--- config.mk ---
export PLATFORM = sky130hd
export DESIGN_NAME = bilbo_reg
export DESIGN_NICKNAME = d
export VERILOG_FILES = /design/src/rtl/bilbo_pkg.sv /design/src/rtl/bilbo_rst_sync.sv /design/src/rtl/bilbo_feedback.sv /design/src/rtl/bilbo_next.sv /design/src/rtl/bilbo_reg.sv
export SDC_FILE = /design/constraint.sdc
export NUM_CORES = 1
export LEC_CHECK = 0
export BUFFER_PORTS_ARGS = -buffer_cell sky130_fd_sc_hd__clkbuf_2
export CORE_AREA = 2 2 39 41
export DETAILED_ROUTE_END_ITERATION = 8
export DIE_AREA = 0 0 41 43
export PLACE_DENSITY = 0.75
export SYNTH_ARGS = -nofsm -noshare
export SYNTH_HDL_FRONTEND = slang
export SYNTH_SLANG_ARGS = --single-unit
--- constraint.sdc ---
create_clock -name clk -period 0.8 [get_ports clk]
set_input_delay 0.04 -clock clk [delete_from_list [all_inputs] [get_ports clk]]
set_output_delay 0.04 -clock clk [all_outputs]
set_load 0.02 [all_outputs]
--- src/rtl/bilbo_pkg.sv ---
package bilbo_pkg;
  typedef enum logic [1:0] {
    MODE_SHIFT   = 2'b00,
    MODE_GEN     = 2'b01,
    MODE_LOAD    = 2'b10,
    MODE_COMPACT = 2'b11
  } bilbo_mode_e;
endpackage

--- src/rtl/bilbo_rst_sync.sv ---
module bilbo_rst_sync #(
  parameter int STAGES = 2
) (
  input  logic clk,
  input  logic arst_n,
  output logic rst_sync_n
);
  logic [STAGES-1:0] sync_q;
  logic [STAGES-1:0] sync_d;

  always_comb begin
    sync_d = {sync_q[STAGES-2:0], 1'b1};
  end

  always_ff @(posedge clk or negedge arst_n) begin
    if (!arst_n) sync_q <= '0;
    else         sync_q <= sync_d;
  end

  assign rst_sync_n = sync_q[STAGES-1];
endmodule

--- src/rtl/bilbo_feedback.sv ---
module bilbo_feedback #(
  parameter int               WIDTH = 8,
  parameter logic [WIDTH-1:0] TAPS  = 8'b1011_1000
) (
  input  logic [WIDTH-1:0] state,
  output logic             fb
);
  always_comb begin
    fb = ^(state & TAPS);
  end
endmodule

--- src/rtl/bilbo_next.sv ---
module bilbo_next
  import bilbo_pkg::*;
#(
  parameter int WIDTH = 8
) (
  input  bilbo_mode_e      mode,
  input  logic [WIDTH-1:0] state,
  input  logic [WIDTH-1:0] par_in,
  input  logic             scan_in,
  input  logic             fb,
  output logic [WIDTH-1:0] nxt
);
  logic [WIDTH-1:0] chain_src;

  genvar i;
  generate
    for (i = 0; i < WIDTH; i++) begin : g_stage
      if (i == 0) begin : g_head
        always_comb begin
          chain_src[i] = (mode == MODE_SHIFT) ? scan_in : fb;
        end
      end else begin : g_body
        always_comb begin
          chain_src[i] = state[i-1];
        end
      end

      always_comb begin
        unique case (mode)
          MODE_SHIFT:   nxt[i] = chain_src[i];
          MODE_GEN:     nxt[i] = chain_src[i];
          MODE_LOAD:    nxt[i] = par_in[i];
          MODE_COMPACT: nxt[i] = chain_src[i] ^ par_in[i];
          default:      nxt[i] = state[i];
        endcase
      end
    end
  endgenerate
endmodule

--- src/rtl/bilbo_reg.sv ---
module bilbo_reg
  import bilbo_pkg::*;
#(
  parameter int               WIDTH = 8,
  parameter logic [WIDTH-1:0] TAPS  = 8'b1011_1000
) (
  input  logic             clk,
  input  logic             rst_n,
  input  logic             mode_b1,
  input  logic             mode_b2,
  input  logic [WIDTH-1:0] par_in,
  output logic [WIDTH-1:0] par_out,
  input  logic             scan_in,
  output logic             scan_out
);
  localparam int TAIL = WIDTH - 1;

  logic             rst_sync_n;
  bilbo_mode_e      mode;
  logic             fb;
  logic [WIDTH-1:0] state_q;
  logic [WIDTH-1:0] state_d;

  assign mode = bilbo_mode_e'({mode_b1, mode_b2});

  bilbo_rst_sync #(.STAGES(2)) u_rst_sync (
    .clk        (clk),
    .arst_n     (rst_n),
    .rst_sync_n (rst_sync_n)
  );

  bilbo_feedback #(.WIDTH(WIDTH), .TAPS(TAPS)) u_feedback (
    .state (state_q),
    .fb    (fb)
  );

  bilbo_next #(.WIDTH(WIDTH)) u_next (
    .mode    (mode),
    .state   (state_q),
    .par_in  (par_in),
    .scan_in (scan_in),
    .fb      (fb),
    .nxt     (state_d)
  );

  always_ff @(posedge clk or negedge rst_sync_n) begin
    if (!rst_sync_n) state_q <= '0;
    else             state_q <= state_d;
  end

  assign par_out  = state_q;
  assign scan_out = state_q[TAIL];

  AST_SHIFT_CHAIN: assert property (@(posedge clk) disable iff (!rst_sync_n)
    (mode == MODE_SHIFT) |=> (par_out == {$past(par_out[WIDTH-2:0]), $past(scan_in)}));

  AST_LOAD_COPY: assert property (@(posedge clk) disable iff (!rst_sync_n)
    (mode == MODE_LOAD) |=> (par_out == $past(par_in)));

  AST_GEN_SHIFT: assert property (@(posedge clk) disable iff (!rst_sync_n)
    (mode == MODE_GEN) |=> (par_out[WIDTH-1:1] == $past(par_out[WIDTH-2:0])));

  AST_GEN_ZERO_LOCK: assert property (@(posedge clk) disable iff (!rst_sync_n)
    ((mode == MODE_GEN) && (par_out == '0)) |=> (par_out == '0));

  AST_GEN_NONZERO: assert property (@(posedge clk) disable iff (!rst_sync_n)
    ((mode == MODE_GEN) && (par_out != '0)) |=> (par_out != '0));

  AST_COMPACT_XOR: assert property (@(posedge clk) disable iff (!rst_sync_n)
    (mode == MODE_COMPACT) |=>
      (par_out[WIDTH-1:1] == ($past(par_out[WIDTH-2:0]) ^ $past(par_in[WIDTH-1:1]))));
endmodule

## Yosys cells after proc, flatten, opt, wreduce, memory -nomap -nowiden

Index checks and enable logic that the tools add are counted.

| cells by class | value |
|---|---|
| bitwise logic cells | 8 |
| reduce and logical (&&, ||, !) cells | 3 |
| equal/unequal tests | 3 |
| mux-type cells | 9 |

Operators by type and width:

| cell | count |
|---|---|
| case mux 1 bit (3 select lines) | 8 |
| XOR reduction 8 bit | 1 |
| XOR 1 bit | 8 |
| equality test 2 bit, second input constant | 2 |
| equality test 2 x 1 -> 1 bit, second input constant | 1 |
| zero test 2 bit | 1 |
| OR reduction 2 bit | 1 |
| two-way mux 1 bit | 1 |

| storage, ports and cells | value |
|---|---|
| bits of input ports | 13 |
| word-level logic and storage cells | 25 |
| register bits | 10 |
| output and inout port bits | 9 |

## Longest topological paths before layout

Gate-level depths: netlist of the first run.

| logic depth | value |
|---|---|
| depth in word-level cells | 4 |
| depth in mapped cells | 4 |
| depth with buffers taken out | 4 |

## By module

A second synthesis of the first run with hierarchy kept.

| second synthesis, totals | value |
|---|---|
| cells, all modules | 45 |
| area total of the unflattened synthesis | 540.5 um2 |

By module, submodules not included:

| module | area an instance (um2) | instances | cells an instance | sequential area each (um2) |
|---|---|---|---|---|
| bilbo_next | 252.7 | 1 | 30 | 0.0 |
| bilbo_reg | 207.7 | 1 | 9 | 200.2 |
| bilbo_rst_sync | 53.8 | 1 | 3 | 50.0 |
| bilbo_feedback | 26.3 | 1 | 3 | 0.0 |

## Worst setup path before layout of the first run

Ideal clock, no wire load.

| timing path | value |
|---|---|
| path kind | flip-flop to flip-flop |
| start | register state_q[4], in the netlist par_out[4] |
| end | register state_q[0], in the netlist par_out[0] |
| path buffers | 0 |
| stages on the path, launching flop included | 5 |
| data required time | 0.672 ns |
| arrival | 1.111 ns |
| period minus slack after synthesis | 1.239 ns |
| path slack | -0.439 ns |
| setup time | 0.128 ns |
| cells stage by stage | dfrtp_1 -> xor2_1 -> xnor2_1 -> a21o_2 -> o211ai_2 |

| between the ends | value |
|---|---|
| longest elaborated chain between the ends | 4 |

Ends and longest elaborated chain:

| item | RTL line | text |
|---|---|---|
| from (decl) | bilbo_reg.sv:21 | `logic [WIDTH-1:0] state_q;` |
| from (signal assigned) | bilbo_reg.sv:48 | `else state_q <= state_d;` |
| XOR reduction 8 bit * | bilbo_feedback.sv:9 | `fb = ^(state & TAPS);` |
| two-way mux 1 bit * | bilbo_next.sv:20 | `chain_src[i] = (mode == MODE_SHIFT) ? scan_in : fb;` |
| XOR 1 bit | bilbo_next.sv:33 | `MODE_COMPACT: nxt[i] = chain_src[i] ^ par_in[i];` |
| case mux 1 bit (3 select lines) * | bilbo_next.sv:29 | `unique case (mode)` |
| via state_d[0] | bilbo_reg.sv:22 | `logic [WIDTH-1:0] state_d;` |

Mark *: on every way through the listed nets, which the timed path passes. The rest lies on a longest branch.

## Final worst setup path of the first run

Same ends and word-level chain as after synthesis.

==> impl_metrics.csv, run 1 <==
group,metric,value,unit
floorplanning,die_x,41,µm
sta,post-route-period-util,150.7,%
floorplanning,num_io_pins,22,
sta,finalHoldViolations,0,
yosys,yosys_warnings,0,
pwr,p_leak,0.4078,nW
global_routing,gr-usage-met2,30.63,%
global_routing,top_usage_layer,"met2",
pwr,p_per_area,2396,nW/µm²
critical_path,endpoint_kind,"flip-flop",
clocking,cts_num_sinks,10,
floorplanning,core,1384,µm²
sta,fin_crit,1.206,ns
final_layout,fillerInstances,102,
global_routing,grt_pass1_vias,541,
placement,place_hpwl,908.8,µm
sta,finalMaxSlewViolations,0,
clocking,htree_levels,1,
sta,max_freq,829.5,MHz
clocking,root_buffer,"clkbuf_4",
yosys,synth-xor-area-share,5.440,%
critical_path,worstSetupPathType,"reg -> reg",
pwr,max-vdd-ir-drop,1.246,mV
final_layout,n_antenna_cell,0,
floorplanning,die_h,43,µm
yosys,synthTopCellsByCount,"a21oi_1 (10), dfrtp_1 (10), a311oi_1 (4), nor2_1 (4)",
clocking,cts.path.max_buffers,2,
sta,setup_tns,-2.610,ns
pwr,totalPowerFinal,2.177,mW
yosys,synthesis.area,483.0,µm²
final_layout,final_nets,100,
global_routing,grt_pass1_wl,2180,µm
placement,globalplace.congestion,0.6985,
yosys,synth_edf_count,0,
critical_path,cp_max_fo,3,
floorplanning,start_util,34.90,%
sta,rsz0062_at_grt,"true",
global_routing,gr-usage-met3,8.377,%
sta,setup_viol,16,
critical_path,arrival,1.36,ns
route,ant_nets,0,
placement,post-place-ws,-0.3581,ns
flow_run,cap_viol_max_count,0,
yosys,synth-main-ff-cell,"dfrtp_1",
sta,skew,0.008271,ns
route,drc_errors,0,
yosys,yosys.area_share.adder,0,%
placement,port_buffers,21,
route,routed_wl,1538,µm
route,vias_per_cell,5.317,
clocking,worstSkewPairLatency,0.27,ns
global_routing,grt_max_degree,9,
route,wl_per_cell,15.23,µm
clocking,cts_tree,"yes",
yosys,synth_top_family_by_area,"compound AO/OA/AOI/OAI gates",
critical_path,slowest_stage,"dfrtp_2",
route,firstDrtPassIters,4,
yosys,yosysSeqAreaShare,51.81,%
yosys,avgSynthCellArea,10.06,µm²
critical_path,worstSetupStartpointType,"flip-flop",
yosys,synth_top_area_share,51.81,%
outcome,status,"finished, violations left",
yosys,yosys.area.top_type,"dfrtp_1",
global_routing,track_usage,19.27,%
yosys,synth_area_leaders,"dfrtp_1 (52%), a21oi_1 (10%), a311oi_1 (7.3%), xnor2_1 (3.6%), nand3_1 (3.1%)",
worst_hold_path,hold_path_class,"in -> reg",
critical_path,slowest_delay,0.43,ns
critical_path,path_cells,"xor2_2, xnor2_2, mux2i_1, o211ai_2",
critical_path,cp.required,0.96,ns
yosys,synth-compound-area-share,25.13,%
yosys,synth_cell_types,18,
route,vias,537,
global_routing,antenna_found_initial,0,
outcome,violations,"setup timing",
yosys,ys_seq_elements,10,
final_layout,drive_gt1_share,63.53,%
yosys,syn_nets,61,
yosys,syn_inst,48,
floorplanning,num_rows,14,
global_routing,grt_util_met1,17.91,%
sta,layout_setup_ws,-0.4056,ns
floorplanning,die-area,1763,µm²
route,drtIter0Drc,13,
yosys,synthMuxAreaShare,2.073,%
final_layout,area_growth,88.08,%
yosys,synth_simple_gate_area_share,11.14,%
yosys,async_flop_share,100.0,%
clocking,clkTransAtPathRegs,0.07,ns
global_routing,grt-ovfl-total,0,
clocking,cts_buffers,3,
[sequential cells by signal (all words and copies together), names as in the netlist]
name	flops
par_out	8
u_rst_sync.sync_q	2
[worst paths after layout]
path / start / endpoint / slack, ns / cells past startpoint
min in group asynchronous: rst_n / u_rst_sync.sync_q[1] / 0.10 / 2
setup / recovery: par_out[4] / par_out[0] / -0.41 / 4
max in group asynchronous: u_rst_sync.sync_q[1] / par_out[3] / 0.38 / 0
setup reg to reg: par_out[4] / par_out[0] / -0.41 / 4
hold / removal: par_in[5] / par_out[5] / 0.09 / 3
hold reg to reg: u_rst_sync.sync_q[1] / par_out[5] / 0.13 / 0
[power by group]
part	leakage, nW	internal [mW]	switching (mW)	total, mW
sequential	0.111	0.621	0.126	0.747
combinational	0.283	0.607	0.472	1.08
clock	0.0138	0.174	0.177	0.351
[layer usage]
layer	part of all wire, %	wire (µm)
met1	37	575
met3	6.0	92
met4	3.7	57
met5	0	0
met2	53	812
[critical path: cells and delay by family, from the launching register on]
family	cells	cell delay (ns)
xor+xnor	2	0.35
mux	1	0.22
flops	1	0.43
compound gates	1	0.09
[repair_timing]
action,4_1_cts,5_1_grt
setup buffers,3,2
hold buffers,5,0
hold endpoints to repair,6,0
pin swaps,2,4
setup endpoints to repair,14,17
resized for setup,19,25
[cells in the final DEF, fill, tap and decap left out, drive strengths merged]
cell,n
a21o,1
a21oi,10
a311oi,4
and2,1
buf,18
clkbuf,17
conb,1
dfrtp,10
dlygate4sd3,5
mux2i,1
nand2,1
nand2b,1
nand3,3
nand3b,1
nor2,4
o211ai,1
o21ai,3
xnor2,2
xor2,1
[cells by family (layout without fill, tap and decap cells)]
| group | after synthesis | in the layout |
|---|---|---|
| flip-flops | 10 | 10 |
| XOR/XNOR | 3 | 3 |
| buffers and inverters | 3 | 40 |
| other | 1 | 1 |
| multiplexers | 1 | 1 |
| AO/OA/AOI/OAI | 19 | 19 |
| AND/OR/NAND/NOR | 11 | 11 |
[stage by stage]
stage,util [%],std cells,hold WS (ns),cell area (µm²)
finish,65.64,101,0.08757,908.4
global route,65.64,101,0.08684,908.4
CTS,60.04,100,0.07302,830.8
detailed placement,47.02,89,-0.1712,650.6
global placement,47.02,89,-0.1751,650.6
floorplan,-,48,-0.2556,490.5
[area by class of cell]
| cell class | count | area, µm² | share of cell area, % |
|---|---|---|---|
| Multi-Input combinational cell | 35 | 271.5 | 29.89 |
| Sequential cell | 10 | 257.7 | 28.37 |
| Tap cell | 16 | 20.02 | 2.204 |
| Clock buffer | 3 | 22.52 | 2.479 |
| Timing Repair Buffer | 37 | 336.6 | 37.05 |
(Power assumes the default switching activity.)
==> run 2: changes to the inputs <==
==> constraint.sdc (replaced) <==
create_clock -name clk -period 0.8 [get_ports clk]
set_input_delay 0.04 -clock clk [delete_from_list [all_inputs] [get_ports clk]]
set_output_delay 0.04 -clock clk [all_outputs]
set_load 0.05 [all_outputs]
==> run 2 against run 1 <==
Net effect:
- the run still ends with setup timing left
- highest routed layer unchanged
- sequential share of layout area shrank 0.96 points
- critical path depth is the same
- largest power group unchanged
- worst hold slack got worse by 0.077 ns
- die area stayed put
==> impl_metrics.csv, run 2 (synthesis results as in run 1) <==
group,metric,value,unit
critical_path,reg2reg_from,"par_out[7]",
worst_hold_path,min_path_cells,2,
pwr,p_leak,0.4233,nW
sta,finalHoldViolations,0,
global_routing,grt_max_degree,11,
final_layout,largest_register_ffs,8,
global_routing,grt_pass1_vias,471,
route,wl_met2,677,µm
critical_path,rr_worst_depth,4,
critical_path,ff2ff_setup_slack,-0.35,ns
final_layout,drive_gt1_share,63.10,%
clocking,cts_tree,"yes",
critical_path,worstSetupPathType,"reg -> reg",
floorplanning,die-area,1763,µm²
critical_path,reg2reg_to,"par_out[0]",
route,routed_wl,1300,µm
floorplanning,die_h,43,µm
global_routing,grt_pass1_wl,1897,µm
floorplanning,num_io_pins,22,
final_layout,seq_area,259.0,µm²
floorplanning,core,1384,µm²
route,ant_nets,0,
outcome,violations,"setup timing",
final_layout,final_cell_mix,"clkbuf_2 (12), a21oi_1 (8), dfrtp_2 (7), buf_8 (6), buf_6 (6)",
pwr,p_comb_share,54.0,%
placement,port_buffers,21,
global_routing,antenna_found_initial,0,
clocking,root_buffer,"clkbuf_4",
critical_path,worstSetupStartpointType,"flip-flop",
clocking,cts_num_sinks,10,
floorplanning,start_util,34.90,%
pwr,p_sw,1.007,mW
sta,setup_viol,17,
clocking,cts.path.max_buffers,2,
global_routing,track_usage,16.11,%
worst_hold_path,hold_path_class,"in -> reg",
worst_hold_path,min_from,"par_in[6]",
route,firstDrtPassIters,2,
sta,finalMaxSlewViolations,0,
route,top_layer,"met4",
sta,layout_setup_ws,-0.3476,ns
sta,fin_crit,1.148,ns
placement,globalplace.congestion,0.6794,
sta,setup_tns,-2.646,ns
placement,place_hpwl,863,µm
pwr,power_frac_clock,17.2,%
critical_path,cp.required,0.95,ns
critical_path,endpoint_kind,"flip-flop",
pwr,internal_power,1.606,mW
route,drtIter0Drc,2,
final_layout,fillerInstances,105,
route,vias,497,
sta,rsz0062_at_grt,"true",
clocking,worstSkewPairLatency,0.26,ns
clocking,cts_buffers,3,
pwr,switching_share,38.54,%
global_routing,grt-ovfl-total,0,
final_layout,postLayoutCoreUtil,68.26,%
final_layout,area_growth,95.60,%
final_layout,final_common_cell,"clkbuf_2",
final_layout,final_nets,98,
route,met3_length,54,µm
route,drc_errors,0,
pwr,seqPwrFrac,28.8,%
outcome,status,"finished, violations left",
flow_run,cap_viol_max_count,0,
route,vias_per_cell,4.970,
clocking,clkTransAtPathRegs,0.06,ns
final_layout,multi_input_area,266.5,µm²
pwr,max-vdd-ir-drop,1.546,mV
sta,post-route-period-util,143.5,%
floorplanning,die_x,41,µm
route,wl_per_cell,13.00,µm
route,met1_length,543,µm
worst_hold_path,hold-path-endpoint,"par_out[6]",
critical_path,cp_max_fo,3,
critical_path,arrival,1.29,ns
sta,max_freq,871.4,MHz
sta,skew,0.001236,ns
floorplanning,num_rows,14,
clocking,htree_levels,1,
final_layout,n_antenna_cell,0,
pwr,p_per_area,2766,nW/µm²
==> run 2: cell count changes in the layout (fill, tap and decap cells not counted), sizes merged <==
| cell | change |
|---|---|
| clkbuf | +2 |
| dlygate4sd3 | -1 |
| buf | -2 |
==> run 2: final cells by class <==
| class | count | share of cell area, % |
|---|---|---|
| clock buffer | 4 | 3.841 |
| multi-input combinational | 35 | 28.21 |
| sequential | 10 | 27.42 |
| tap | 16 | 2.119 |
| timing repair buffer | 35 | 38.41 |
==> run 2: routing by layer <==
metal | up-vias | track usage [%]
li1 | 244 | -
met1 | 230 | 18.58
met2 | 20 | 27.50
met3 | 3 | 3.141
met4 | 0 | 6.000
met5 | - | 0
==> run 2: worst max path at each step <==
stage / startpoint / endpoint / slack (ns) / cells after the start
6_report: par_out[7] / par_out[0] / -0.35 / 4
5_1_grt: par_out[7] / par_out[0] / -0.37 / 4
4_1_cts: par_out[7] / par_out[0] / -0.36 / 4
3_5_place_dp: par_out[7] / par_out[0] / -0.35 / 4
3_3_place_gp: par_out[7] / par_out[0] / -0.32 / 4
2_1_floorplan: par_out[7] / par_out[0] / -0.46 / 4
==> run 2: per-stage QoR <==
stage          std cells  total power [mW]  setup slack [ns]  area, µm²  hold slack, ns
3_3_place_gp          88             1.602           -0.3227      648.1         -0.1749
2_1_floorplan         48             1.367           -0.4592      495.5         -0.2556
6_report             100             2.613           -0.3476      944.7         0.01035
3_5_place_dp          88             1.624           -0.3516      648.1         -0.1731
4_1_cts               99             2.513           -0.3552      903.4        0.001155
5_1_grt              100             2.730           -0.3750      944.7         0.01784
==> run 2: power by group through the flow <==
stage | combinational (mW) | sequential [mW] | clock, mW
after floorplan | 0.292 | 1.07 | 0
after global placement | 0.884 | 0.718 | 0
after detailed placement | 0.899 | 0.725 | 0
after CTS | 1.31 | 0.739 | 0.462
after global routing | 1.47 | 0.767 | 0.488
final | 1.41 | 0.754 | 0.450
==> run 2: repair_timing <==
item | 4_1_cts | 5_1_grt
hold buffers | 4 | 0
endpoints found under the setup margin | 14 | 17
gates cloned | 0 | 0
gates resized for setup | 29 | 12
setup buffers | 3 | 1
pin swaps | 5 | 6
hold endpoints to repair | 5 | 0
==> run 2: critical path, cell delays in order, from the launching register on <==
cell and delay, ns:
dfrtp_2 0.42, xor2_2 0.19, xnor2_2 0.15, mux2i_1 0.18
o211ai_2 0.09
==> run 3: changes to the inputs <==
CELL_PAD_IN_SITES_DETAIL_PLACEMENT = 1   (was unset)
CELL_PAD_IN_SITES_GLOBAL_PLACEMENT = 2   (was unset)
CORE_AREA = 2 2 47 49   (was 2 2 39 41)
DIE_AREA = 0 0 49 51   (was 0 0 41 43)
PLACE_DENSITY = 0.84   (was 0.75)
==> run 3 against run 2 <==
Net effect:
- the run still ends with setup timing left
- sequential power rose by 0.8%
- global-route usage is 4.4 points lower
- first-iteration DRC count grew 100%
- clock skew up 0.00055 ns
- total power rose by 2.7%
- clock power rose by 2%
- sequential cell count did not move
- largest cell class unchanged
- largest power group unchanged
==> impl_metrics.csv, run 3 (synthesis results as in run 1) <==
group,metric,value,unit
outcome,status,"finished, violations left",
outcome,violations,"setup timing",
critical_path,endpoint_kind,"flip-flop",
sta,skew,0.001781,ns
floorplanning,die_x,49,µm
pwr,p_sw,1.049,mW
critical_path,slowest_stage,"dfrtp_2",
critical_path,path_delay_family,"flip-flops",
final_layout,final_common_cell,"clkbuf_2",
sta,fin_crit,1.222,ns
sta,layout_setup_ws,-0.4216,ns
global_routing,antenna_found_initial,0,
critical_path,worstSetupPathType,"reg -> reg",
critical_path,cp.required,0.95,ns
sta,setup_viol,15,
floorplanning,start_util,23.41,%
sta,finalMaxSlewViolations,0,
flow_run,cap_viol_max_count,0,
pwr,p_per_area,2702,nW/µm²
placement,globalplace.congestion,0.7898,
pwr,power_frac_clock,17.1,%
pwr,seqPwrFrac,28.3,%
floorplanning,num_rows,17,
floorplanning,core,2063,µm²
global_routing,grt_pass1_vias,537,
global_routing,grt_pass1_wl,2214,µm
global_routing,gr-usage-met3,2.632,%
sta,post-route-period-util,152.7,%
global_routing,grt_max_degree,13,
route,wl_per_cell,13.10,µm
final_layout,final_cell_mix,"clkbuf_2 (12), a21oi_1 (8), dfrtp_2 (7), clkbuf_16 (5)",
clocking,cts_tree,"yes",
clocking,clkTransAtPathRegs,0.07,ns
global_routing,grt-ovfl-total,0,
critical_path,cp_max_fo,3,
global_routing,grt_util_met1,14.29,%
sta,finalHoldViolations,0,
final_layout,n_antenna_cell,0,
global_routing,gr-usage-met2,20.32,%
route,drtIter0Drc,4,
worst_hold_path,min_path_cells,2,
pwr,switching_share,39.06,%
route,drc_errors,0,
pwr,p_leak,0.4337,nW
critical_path,cp_num_cells,4,
global_routing,top_usage_layer,"met2",
critical_path,rr_worst_depth,4,
route,ant_nets,0,
placement,place_hpwl,1014,µm
placement,post-place-ws,-0.4319,ns
critical_path,path_cells,"xor2_2, xnor2_2, mux2i_1, o211ai_2",
route,vias_per_cell,4.694,
floorplanning,die-area,2499,µm²
floorplanning,die_h,51,µm
pwr,p_comb_share,54.6,%
final_layout,area_growth,105.7,%
worst_hold_path,hold_path_class,"in -> reg",
clocking,worstSkewPairLatency,0.27,ns
sta,rsz0062_at_grt,"true",
final_layout,layoutNonFillerInstCount,111,
floorplanning,num_io_pins,22,
clocking,cts.path.max_buffers,2,
route,vias,521,
global_routing,track_usage,11.72,%
critical_path,arrival,1.37,ns
clocking,root_buffer,"clkbuf_4",
placement,port_buffers,21,
pwr,internal_power,1.636,mW
sta,max_freq,818.6,MHz
clocking,cts_num_sinks,10,
critical_path,slowest_delay,0.42,ns
route,routed_wl,1454,µm
route,firstDrtPassIters,4,
final_layout,largest_register_ffs,8,
clocking,htree_levels,1,
critical_path,worst-path-buf-inv,0,
pwr,max-vdd-ir-drop,1.362,mV
clocking,cts_buffers,3,
final_layout,drive_gt1_share,65.06,%
placement,dp.cells,100,
critical_path,worstSetupStartpointType,"flip-flop",
final_layout,final_nets,97,
-- run 3: layout make-up --
type	instances	area, µm²
Fill cell	239	1070
Timing Repair Buffer	34	380.4
Multi-Input combinational cell	35	282.8
Sequential cell	10	259.0
Clock buffer	4	36.28
Tap cell	28	35.03
-- run 3: power by group through the flow --
stage,Combinational [mW],Clock (mW),Sequential [mW]
after global placement,0.890,0,0.717
final,1.47,0.459,0.760
after detailed placement,0.918,0,0.721
after global routing,1.53,0.492,0.777
after floorplan,0.292,0,1.07
after CTS,1.37,0.456,0.726
-- run 3: timing repair --
| item | in CTS | in global routing |
|---|---|---|
| pin swaps | 4 | 0 |
| endpoints found under the setup margin | 14 | 17 |
| resized for setup | 31 | 13 |
| hold buffers | 4 | 0 |
| setup buffers | 4 | 1 |
| gates cloned | 0 | 0 |
| endpoints found under the hold margin | 5 | 0 |
-- run 3: worst register-to-register path: cells and delay by family, from the launching register on --
family,cells,cell delay [ns]
flops,1,0.42
compound gates,1,0.10
mux,1,0.22
xor+xnor,2,0.35
-- run 3: through the flow --
stage                     setup TNS, ns  area (µm²)  utilization [%]  total power, mW  hold slack [ns]
final                            -2.954       993.5            48.15            2.685          0.03751
after global routing             -3.396       993.5            48.15            2.800          0.04915
after CTS                        -2.949       950.9            46.09            2.552          0.01724
after detailed placement        -0.8459       663.1            32.14            1.639          -0.1731
after global placement          -0.6136       663.1            32.14            1.607          -0.1734
after floorplan                  -1.347       495.5                -            1.367          -0.2556
-- run 3: path summary, 6_finish.rpt --
check                                     start                    to  slack [ns]
min reg2reg                u_rst_sync.sync_q[1]            par_out[6]        0.13
max                                  par_out[7]            par_out[0]       -0.42
max reg2reg                          par_out[7]            par_out[0]       -0.42
min in group asynchronous                 rst_n  u_rst_sync.sync_q[0]        0.07
max in group asynchronous  u_rst_sync.sync_q[1]            par_out[2]        0.40
min                                   par_in[4]            par_out[4]        0.04
-- run 3: routing by layer --
| layer | routed length (µm) | vias to the layer above | share of wire, % |
|---|---|---|---|
| met5 | 0 | - | 0 |
| met4 | 22 | 0 | 1.5 |
| met3 | 81 | 3 | 5.6 |
| met2 | 786 | 19 | 54 |
| met1 | 564 | 253 | 39 |
| li1 | - | 246 | - |
